## config.mk

```make
export PLATFORM = sky130hd
export DESIGN_NAME = prog_flag_fifo
export DESIGN_NICKNAME = d
export VERILOG_FILES = /design/src/rtl/pff_pkg.sv /design/src/rtl/pff_cfg.sv /design/src/rtl/pff_ram.sv /design/src/rtl/pff_level.sv /design/src/rtl/prog_flag_fifo.sv
export SDC_FILE = /design/constraint.sdc
export NUM_CORES = 2
export LEC_CHECK = 0
export ABC_AREA = 0
export BUFFER_PORTS_ARGS = -buffer_cell sky130_fd_sc_hd__buf_2
export CORE_ASPECT_RATIO = 0.75
export CORE_MARGIN = 4
export CORE_UTILIZATION = 57
export DETAILED_ROUTE_END_ITERATION = 10
export GPL_ROUTABILITY_DRIVEN = 0
export MAX_ROUTING_LAYER = met4
export PLACE_DENSITY = 0.81
export SETUP_SLACK_MARGIN = 0.4
export SLEW_MARGIN = 20
export SYNTH_ARGS = -nofsm -noshare
export SYNTH_HDL_FRONTEND = slang
export SYNTH_SLANG_ARGS = --single-unit
```

## constraint.sdc

```tcl
create_clock -name clk -period 5.1 [get_ports clk]
set_input_delay 0.51 -clock clk [delete_from_list [all_inputs] [get_ports clk]]
set_output_delay 0.51 -clock clk [all_outputs]
set_load 0.05 [all_outputs]
```

## src/rtl/pff_pkg.sv

```systemverilog
package pff_pkg;

   typedef enum logic [2:0] {
      OS_D8       = 3'd0,
      OS_D16      = 3'd1,
      OS_D64      = 3'd2,
      OS_D256     = 3'd3,
      OS_D1K      = 3'd4,
      OS_SERIAL   = 3'd5,
      OS_PARALLEL = 3'd6,
      OS_SPARE    = 3'd7
   } ofs_src_e;

   // built-in offset for a default code (spare code falls back to 8)
   function automatic logic [15:0] dflt_ofs(input ofs_src_e s);
      case (s)
         OS_D16:  return 16'd16;
         OS_D64:  return 16'd64;
         OS_D256: return 16'd256;
         OS_D1K:  return 16'd1024;
         default: return 16'd8;
      endcase
   endfunction

endpackage

```

## src/rtl/pff_cfg.sv

```systemverilog
module pff_cfg
   import pff_pkg::*;
#(
   parameter int OFS_W = 11
) (
   input  logic             clk,
   input  logic             mrst_n,
   input  logic             fwft_sel_i,
   input  logic [2:0]       ofs_src_i,
   input  logic             ser_en_i,
   input  logic             ser_d_i,
   input  logic             wr_en_i,
   input  logic [OFS_W-1:0] wr_low_i,
   output logic             fwft_o,
   output logic             par_cap_o,
   output logic [OFS_W-1:0] ae_ofs_o,
   output logic [OFS_W-1:0] af_ofs_o
);

   localparam int SBITS = 2 * OFS_W;
   localparam int BCW   = $clog2(SBITS + 1);

   ofs_src_e         src_q;
   logic             fwft_q;
   logic [BCW-1:0]   bcnt_q;
   logic [1:0]       pcnt_q;
   logic [OFS_W-1:0] ae_q, af_q;

   assign par_cap_o = (src_q == OS_PARALLEL) && (pcnt_q != 2'd2);
   assign fwft_o    = fwft_q;
   assign ae_ofs_o  = ae_q;
   assign af_ofs_o  = af_q;

   always_ff @(posedge clk) begin
      if (!mrst_n) begin
         src_q  <= ofs_src_e'(ofs_src_i);
         fwft_q <= fwft_sel_i;
         bcnt_q <= '0;
         pcnt_q <= '0;
         if (ofs_src_e'(ofs_src_i) == OS_SERIAL || ofs_src_e'(ofs_src_i) == OS_PARALLEL) begin
            ae_q <= '0;
            af_q <= '0;
         end else begin
            ae_q <= OFS_W'(dflt_ofs(ofs_src_e'(ofs_src_i)));
            af_q <= OFS_W'(dflt_ofs(ofs_src_e'(ofs_src_i)));
         end
      end else begin
         if (src_q == OS_SERIAL && ser_en_i && bcnt_q < BCW'(SBITS)) begin
            {ae_q, af_q} <= {ae_q[OFS_W-2:0], af_q, ser_d_i};
            bcnt_q       <= bcnt_q + 1'b1;
         end
         if (par_cap_o && wr_en_i) begin
            if (pcnt_q == 2'd0) ae_q <= wr_low_i;
            else                af_q <= wr_low_i;
            pcnt_q <= pcnt_q + 1'b1;
         end
      end
   end

endmodule

```

## src/rtl/pff_ram.sv

```systemverilog
module pff_ram #(
   parameter int DATA_W = 36,
   parameter int AW     = 6
) (
   input  logic              clk,
   input  logic              we_i,
   input  logic [AW-1:0]     waddr_i,
   input  logic [DATA_W-1:0] wdata_i,
   input  logic [AW-1:0]     raddr_i,
   output logic [DATA_W-1:0] rdata_o
);

   localparam int WORDS = 1 << AW;

   logic [DATA_W-1:0] mem_q [WORDS];

   always_ff @(posedge clk) begin
      if (we_i) mem_q[waddr_i] <= wdata_i;
   end

   assign rdata_o = mem_q[raddr_i];

endmodule

```

## src/rtl/pff_level.sv

```systemverilog
module pff_level #(
   parameter int DEPTH = 64,
   parameter int OFS_W = 11
) (
   input  logic [$clog2(DEPTH):0] cnt_i,
   input  logic                   head_i,
   input  logic [OFS_W-1:0]       ae_ofs_i,
   input  logic [OFS_W-1:0]       af_ofs_i,
   output logic                   ae_o,
   output logic                   af_o
);

   localparam int PW = $clog2(DEPTH) + 1;

   logic [31:0] level, space;

   assign level = 32'(cnt_i) + 32'(head_i);
   assign space = 32'(PW'(DEPTH) - cnt_i);
   assign ae_o  = level <= 32'(ae_ofs_i);
   assign af_o  = space <= 32'(af_ofs_i);

endmodule

```

## src/rtl/prog_flag_fifo.sv

```systemverilog
module prog_flag_fifo
   import pff_pkg::*;
#(
   parameter int DATA_W = 36,
   parameter int DEPTH  = 64,
   parameter int OFS_W  = 11
) (
   input  logic              clk,
   input  logic              mrst_n,
   input  logic              prst_n,
   input  logic              fwft_sel_i,
   input  logic [2:0]        ofs_src_i,
   input  logic              ser_en_i,
   input  logic              ser_d_i,
   input  logic              wr_en_i,
   input  logic [DATA_W-1:0] wr_data_i,
   input  logic              rd_en_i,
   output logic [DATA_W-1:0] rd_data_o,
   input  logic              rt_mark_i,
   input  logic              rt_go_i,
   output logic              rd_avail_o,
   output logic              wr_room_o,
   output logic              almost_empty_o,
   output logic              almost_full_o
);

   localparam int AW = $clog2(DEPTH);
   localparam int PW = AW + 1;

   generate
      if ((1 << AW) != DEPTH) begin : g_bad_depth
         $error("DEPTH must be a power of two");
      end
      if (OFS_W < 11 || OFS_W > 16) begin : g_bad_ofs
         $error("OFS_W must lie in 11..16");
      end
      if (DATA_W < OFS_W) begin : g_bad_width
         $error("DATA_W must cover an offset for the parallel load");
      end
   endgenerate

   logic              fwft_q, par_cap;
   logic [OFS_W-1:0]  ae_ofs, af_ofs;
   logic [PW-1:0]     wptr_q, rptr_q, mark_q, cnt;
   logic              ov_q;
   logic [DATA_W-1:0] dout_q, ram_rd;
   logic              ram_has, ram_full, wr_take, rd_take, fw_load;

   pff_cfg #(.OFS_W(OFS_W)) cfg_i (
      .clk       (clk),
      .mrst_n    (mrst_n),
      .fwft_sel_i(fwft_sel_i),
      .ofs_src_i (ofs_src_i),
      .ser_en_i  (ser_en_i),
      .ser_d_i   (ser_d_i),
      .wr_en_i   (wr_en_i),
      .wr_low_i  (wr_data_i[OFS_W-1:0]),
      .fwft_o    (fwft_q),
      .par_cap_o (par_cap),
      .ae_ofs_o  (ae_ofs),
      .af_ofs_o  (af_ofs)
   );

   assign cnt      = wptr_q - rptr_q;
   assign ram_has  = cnt != '0;
   assign ram_full = cnt == PW'(DEPTH);
   assign wr_take  = wr_en_i && !par_cap && !ram_full;
   assign fw_load  = ram_has && (!ov_q || rd_en_i) && !rt_go_i;
   assign rd_take  = fwft_q ? fw_load : (rd_en_i && ram_has && !rt_go_i);

   pff_ram #(.DATA_W(DATA_W), .AW(AW)) ram_i (
      .clk    (clk),
      .we_i   (wr_take),
      .waddr_i(wptr_q[AW-1:0]),
      .wdata_i(wr_data_i),
      .raddr_i(rptr_q[AW-1:0]),
      .rdata_o(ram_rd)
   );

   always_ff @(posedge clk) begin
      if (!mrst_n || !prst_n) begin
         wptr_q <= '0;
         rptr_q <= '0;
         mark_q <= '0;
         ov_q   <= 1'b0;
         dout_q <= '0;
      end else begin
         if (wr_take) wptr_q <= wptr_q + 1'b1;
         if (rt_mark_i) mark_q <= rptr_q;
         if (rt_go_i)      rptr_q <= mark_q;
         else if (rd_take) rptr_q <= rptr_q + 1'b1;
         if (rd_take) dout_q <= ram_rd;
         if (fwft_q) begin
            if (rt_go_i)      ov_q <= 1'b0;
            else if (fw_load) ov_q <= 1'b1;
            else if (rd_en_i) ov_q <= 1'b0;
         end
      end
   end

   pff_level #(.DEPTH(DEPTH), .OFS_W(OFS_W)) lvl_i (
      .cnt_i   (cnt),
      .head_i  (fwft_q && ov_q),
      .ae_ofs_i(ae_ofs),
      .af_ofs_i(af_ofs),
      .ae_o    (almost_empty_o),
      .af_o    (almost_full_o)
   );

   assign rd_data_o  = dout_q;
   assign rd_avail_o = fwft_q ? ov_q : ram_has;
   assign wr_room_o  = !ram_full;

endmodule

```

==> reports/metrics.sh <==
SYNTH_CELLS=4490
LKG_PWR_uW=0.03231
MAX_SLEW_MARGIN=0.09144
SYNTH.NET_COUNT=4572
GRT_START_MAX_NET_PINS=123
TOTALNEGATIVESETUPSLACK_NS=0
CRITICAL_PATH.N_BUFFERS_INVERTERS=2
VIAS_IN_THE_FIRST_GLOBAL_ROUTE=49940
VDD_DROP_MAX_uV=382.1
BUFFER_PORTS.INSERTED=88
PLACEABLECOREAREA_SQ_UM=160700
DIE_AREA_SQ_UM=169000
DESIGN_AREA_SQ_UM=104100
ANTENNA_FOUND_INITIAL=14
VIAS=50470
WORST-SLEW-PIN-TRANSITION_NS=1.349
FLOORPLAN.DIE.HEIGHT_UM=357.0
DPL_CELL_AREA_SQ_UM=96960
PWR-SHARE-CLK=0.402
CTS_MAX_LEVEL=4
CLK_ROOT_BUFFER_CELL='sky130_fd_sc_hd__clkbuf_16'
GRTUSAGEMET1=0.4239
CTS_INSERTED_BUFFERS=202
MOST-COMMON-LAYOUT-CELLS='sky130_fd_sc_hd__edfxtp_1 (2308), sky130_fd_sc_hd__mux4_2 (553), sky130_fd_sc_hd__nand2_1 (250)'
DETAIL_ROUTE.ITER0.VIOLATIONS=9162
WL_PER_CELL_UM=36.80
POST_SYNTH_INSTANCE_AREA_SQ_UM=92590
POSTSYNTHAREAPERCELL_SQ_UM=20.62
DRIVE_GT1_FRAC=0.2556
CRITPATHREQUIREDTIME_NS=4.59
CHIPWIDTH_UM=473.4
SYN2LAYOUT_AREA_GROWTH_PCT=12.42
CRIT_SLOWEST_CELL='sky130_fd_sc_hd__a2111o_1'
DETAILEDPLACEMENTHPWL_UM=139300
GRT.OVERFLOW.TOTAL=0
REPORT.FINAL.SLEW_VIOL_COUNT=0
POWER.SHARE.COMBINATIONAL=0.054
GROUTE.USAGE.OVERALL=0.3172
CORE.ROWCOUNT=127
CP_SLOWEST_STAGE_DELAY_NS=0.44
NETS=4799
SWITCHING_SHARE=0.2151
INITIAL_UTILIZATION=0.5764
CLKLATENCYLATEPIN_NS=0.86
ROUTE.DETAILED.VIAS_PER_INST=7.181
ROUTE.ANTENNA.REMAINING_NETS=0
CRIT_PATH_CELL_TRACE='inv_4, ha_4, fa_2, nand2b_4, a211oi_2, mux2i_1, and2_4, nor2_4, ha_4, a2111o_1, o21ai_1, nor3_1, a21oi_2, buf_6'
CRITICAL_PATH.TOP_DELAY_FAMILY='compound AO/OA/AOI/OAI gates'
SYNTH_ENABLE_FLOP_CELLS=2308
YS_SEQ_ELEMENTS=2395
CLKSINKCOUNT=2395
DRT_PRE_ANTENNA_ITERS=9
SWITCHING_PWR_uW=8564
POST_SYNTH_NUM_CELL_TYPES=65
WORST_PATH_MOST_REPEATED_CELL='sky130_fd_sc_hd__ha_4'
MAXIMUM_FANOUT_ENCOUNTERED_ON_THE_CRITICAL_TIMING_PATH=6
FINALSETUPVIOLATIONS=0
WORST_EP_ARRIVAL_TIME_NS=4.13
GLOBALROUTE.BUSIESTLAYER='met2'
ACHIEVABLE-FREQUENCY_MHz=215.3
DETAIL_ROUTE.DRC_VIOLATIONS=0
FINAL-HOLD-VIOLATION-COUNT=0
PIN_COUNT=89
POWER_REPORT.INTERNAL_TOTAL_uW=31250
FILLCELL_TOTAL=9685
GRT_FIRST_PASS_WIRELENGTH_UM=368700
PATH_CLK_SLEW_NS=0.07
GRT_SETUP_UNREPAIRED='yes'
OUTCOME='complete, no violations'
FINAL_WORST_PATH_PERIOD_SHARE=0.9107
FINAL.MIN_CLOCK_PERIOD_NS=4.645
MIN-DELAY-PATH-CLASS='primary input to flop'
SYNTH-MAIN-FF-CELL='sky130_fd_sc_hd__edfxtp_1'
WORSTSETUPSTARTPOINTTYPE='flop'
POWER_PER_CELL_AREA_nW_PER_UM2=382.5
CTS-ROOT-TO-SINK-BUFFERS=3
SYNTH_SEQUENTIAL_AREA_RATIO=0.7673
GROUTE.LAYER.MET2.USAGE=0.4565
ASYNC_FLOP_SHARE=0
POWER_FRAC_SEQ=0.544
ROUTED_WL_UM=258600
SETUP.WORST_PATH.CLASS='flop to output port'
FINAL.HOLD.WORST_SLACK_NS=0.07268
MOSTFREQUENTLAYOUTCELL='sky130_fd_sc_hd__edfxtp_1'
TIMING.CRITICAL_PATH.TO_TYPE='output port'
DRV_CAP=0
GR-USAGE-MET3=0.1109
WARNINGS_SYNTHESIS=0
CTS_TREE='built'
FINCLKSKEW_NS=0.03599
## cells by family after synthesis
family	after synthesis	share of synthesized area
AO/OA/AOI/OAI	403	0.02974
AND/OR/NAND/NOR	640	0.03039
multiplexers	704	0.1509
XOR/XNOR	27	0.002554
flip-flops	2395	0.7673
adder cells (fa/ha/maj)	33	0.004540
buffers and inverters	288	0.01457
## area by class of cell
class | count | area, sq um | area share
antenna | 10 | 25.02 | 0.0002404
clock buffer | 267 | 5548 | 0.05330
sequential | 2395 | 71070 | 0.6828
clock inverter | 110 | 1221 | 0.01173
inverter | 35 | 143.9 | 0.001382
tap | 2128 | 2663 | 0.02558
timing repair buffer | 276 | 2524 | 0.02424
multi-input combinational | 1807 | 20900 | 0.2007
## worst min-delay path: stages
cell                       delay [ns]
sky130_fd_sc_hd__buf_2           0.12
sky130_fd_sc_hd__mux2i_1         0.13
sky130_fd_sc_hd__a211oi_1        0.09
## repair_timing
action,CTS,global route
hold buffers,5,0
resized for setup,15,27
endpoints found under the setup margin,3,2
endpoints found under the hold margin,5,0
buffers inserted,2,5
pin swaps,1,9
## worst paths after layout
path	startpoint	to	slack, ns	cells after the start
worst min register to register	cfg_i.pcnt_q[1]	cfg_i.pcnt_q[1]	0.48	2
worst max-delay path	wptr_q[0]	almost_full_o	0.46	14
worst max register to register	rptr_q[2]	rd_data_o[12]	0.48	8
worst min-delay path	ser_d_i	cfg_i.af_ofs_o[0]	0.07	3
## power by group through the flow
| stage | registers, uW | logic (uW) | clock network [uW] |
|---|---|---|---|
| after global placement | 22100 | 1940 | 0 |
| final | 21700 | 2140 | 16000 |
| after CTS | 21700 | 2050 | 16000 |
| after detailed placement | 22100 | 1990 | 0 |
| after floorplan | 22100 | 1080 | 0 |
| after global routing | 21600 | 2230 | 17000 |
## cells in the mapped netlist, drive strengths merged, types with 7 or more instances
library cell	number	area [sq um]
a21o	9	67.56
a221oi	40	350.3
a32oi	23	201.4
a211oi	28	215.2
a2111oi	14	122.6
nor2	166	623.1
nor2b	10	62.56
o21a	7	52.55
mux4	553	12450
inv	35	131.4
dfxtp	87	1742
o221ai	12	111.4
and3	20	125.1
o21ai	83	415.4
a22oi	26	195.2
mux2i	146	1461
nor3	14	75.07
xnor2	21	183.9
a31oi	12	75.07
clkbuf	103	386.6
edfxtp	2308	69310
nand2	251	942.2
o22ai	18	112.6
a21oi	86	430.4
ha	32	400.4
nand4	7	43.79
nand3	137	685.7
a22o	18	157.7
buf	150	830.8
## sequential cells by signal, indices dropped and copies added (netlist names), 5 cells and up
signal and cells:
wptr_q 7, cfg_i.af_ofs_o 11, cfg_i.ae_ofs_o 11, ram_i.mem_q 2304, cfg_i.bcnt_q 5, rptr_q 7
mark_q 7, rd_data_o 36
## routing by layer
layer | up-vias | share of wire | routed length, um
met2 | 4878 | 0.46 | 118100
met4 | 0 | 0.041 | 10500
met1 | 25830 | 0.34 | 88050
li1 | 19060 | - | -
met3 | 705 | 0.16 | 41950
met5 | - | 0 | 0
## stage by stage
stage	std cells	utilization	worst slack, ns	power (uW)
after floorplan	4490	-	0.1614	23210
after global placement	6627	0.6034	0.4505	24030
after detailed placement	6628	0.6036	0.1886	24080
after CTS	7012	0.6464	0.3223	39750
after global routing	7024	0.6479	0.3465	40850
final	7028	0.6480	0.4554	39810
Power figures use the tool's default switching activity.
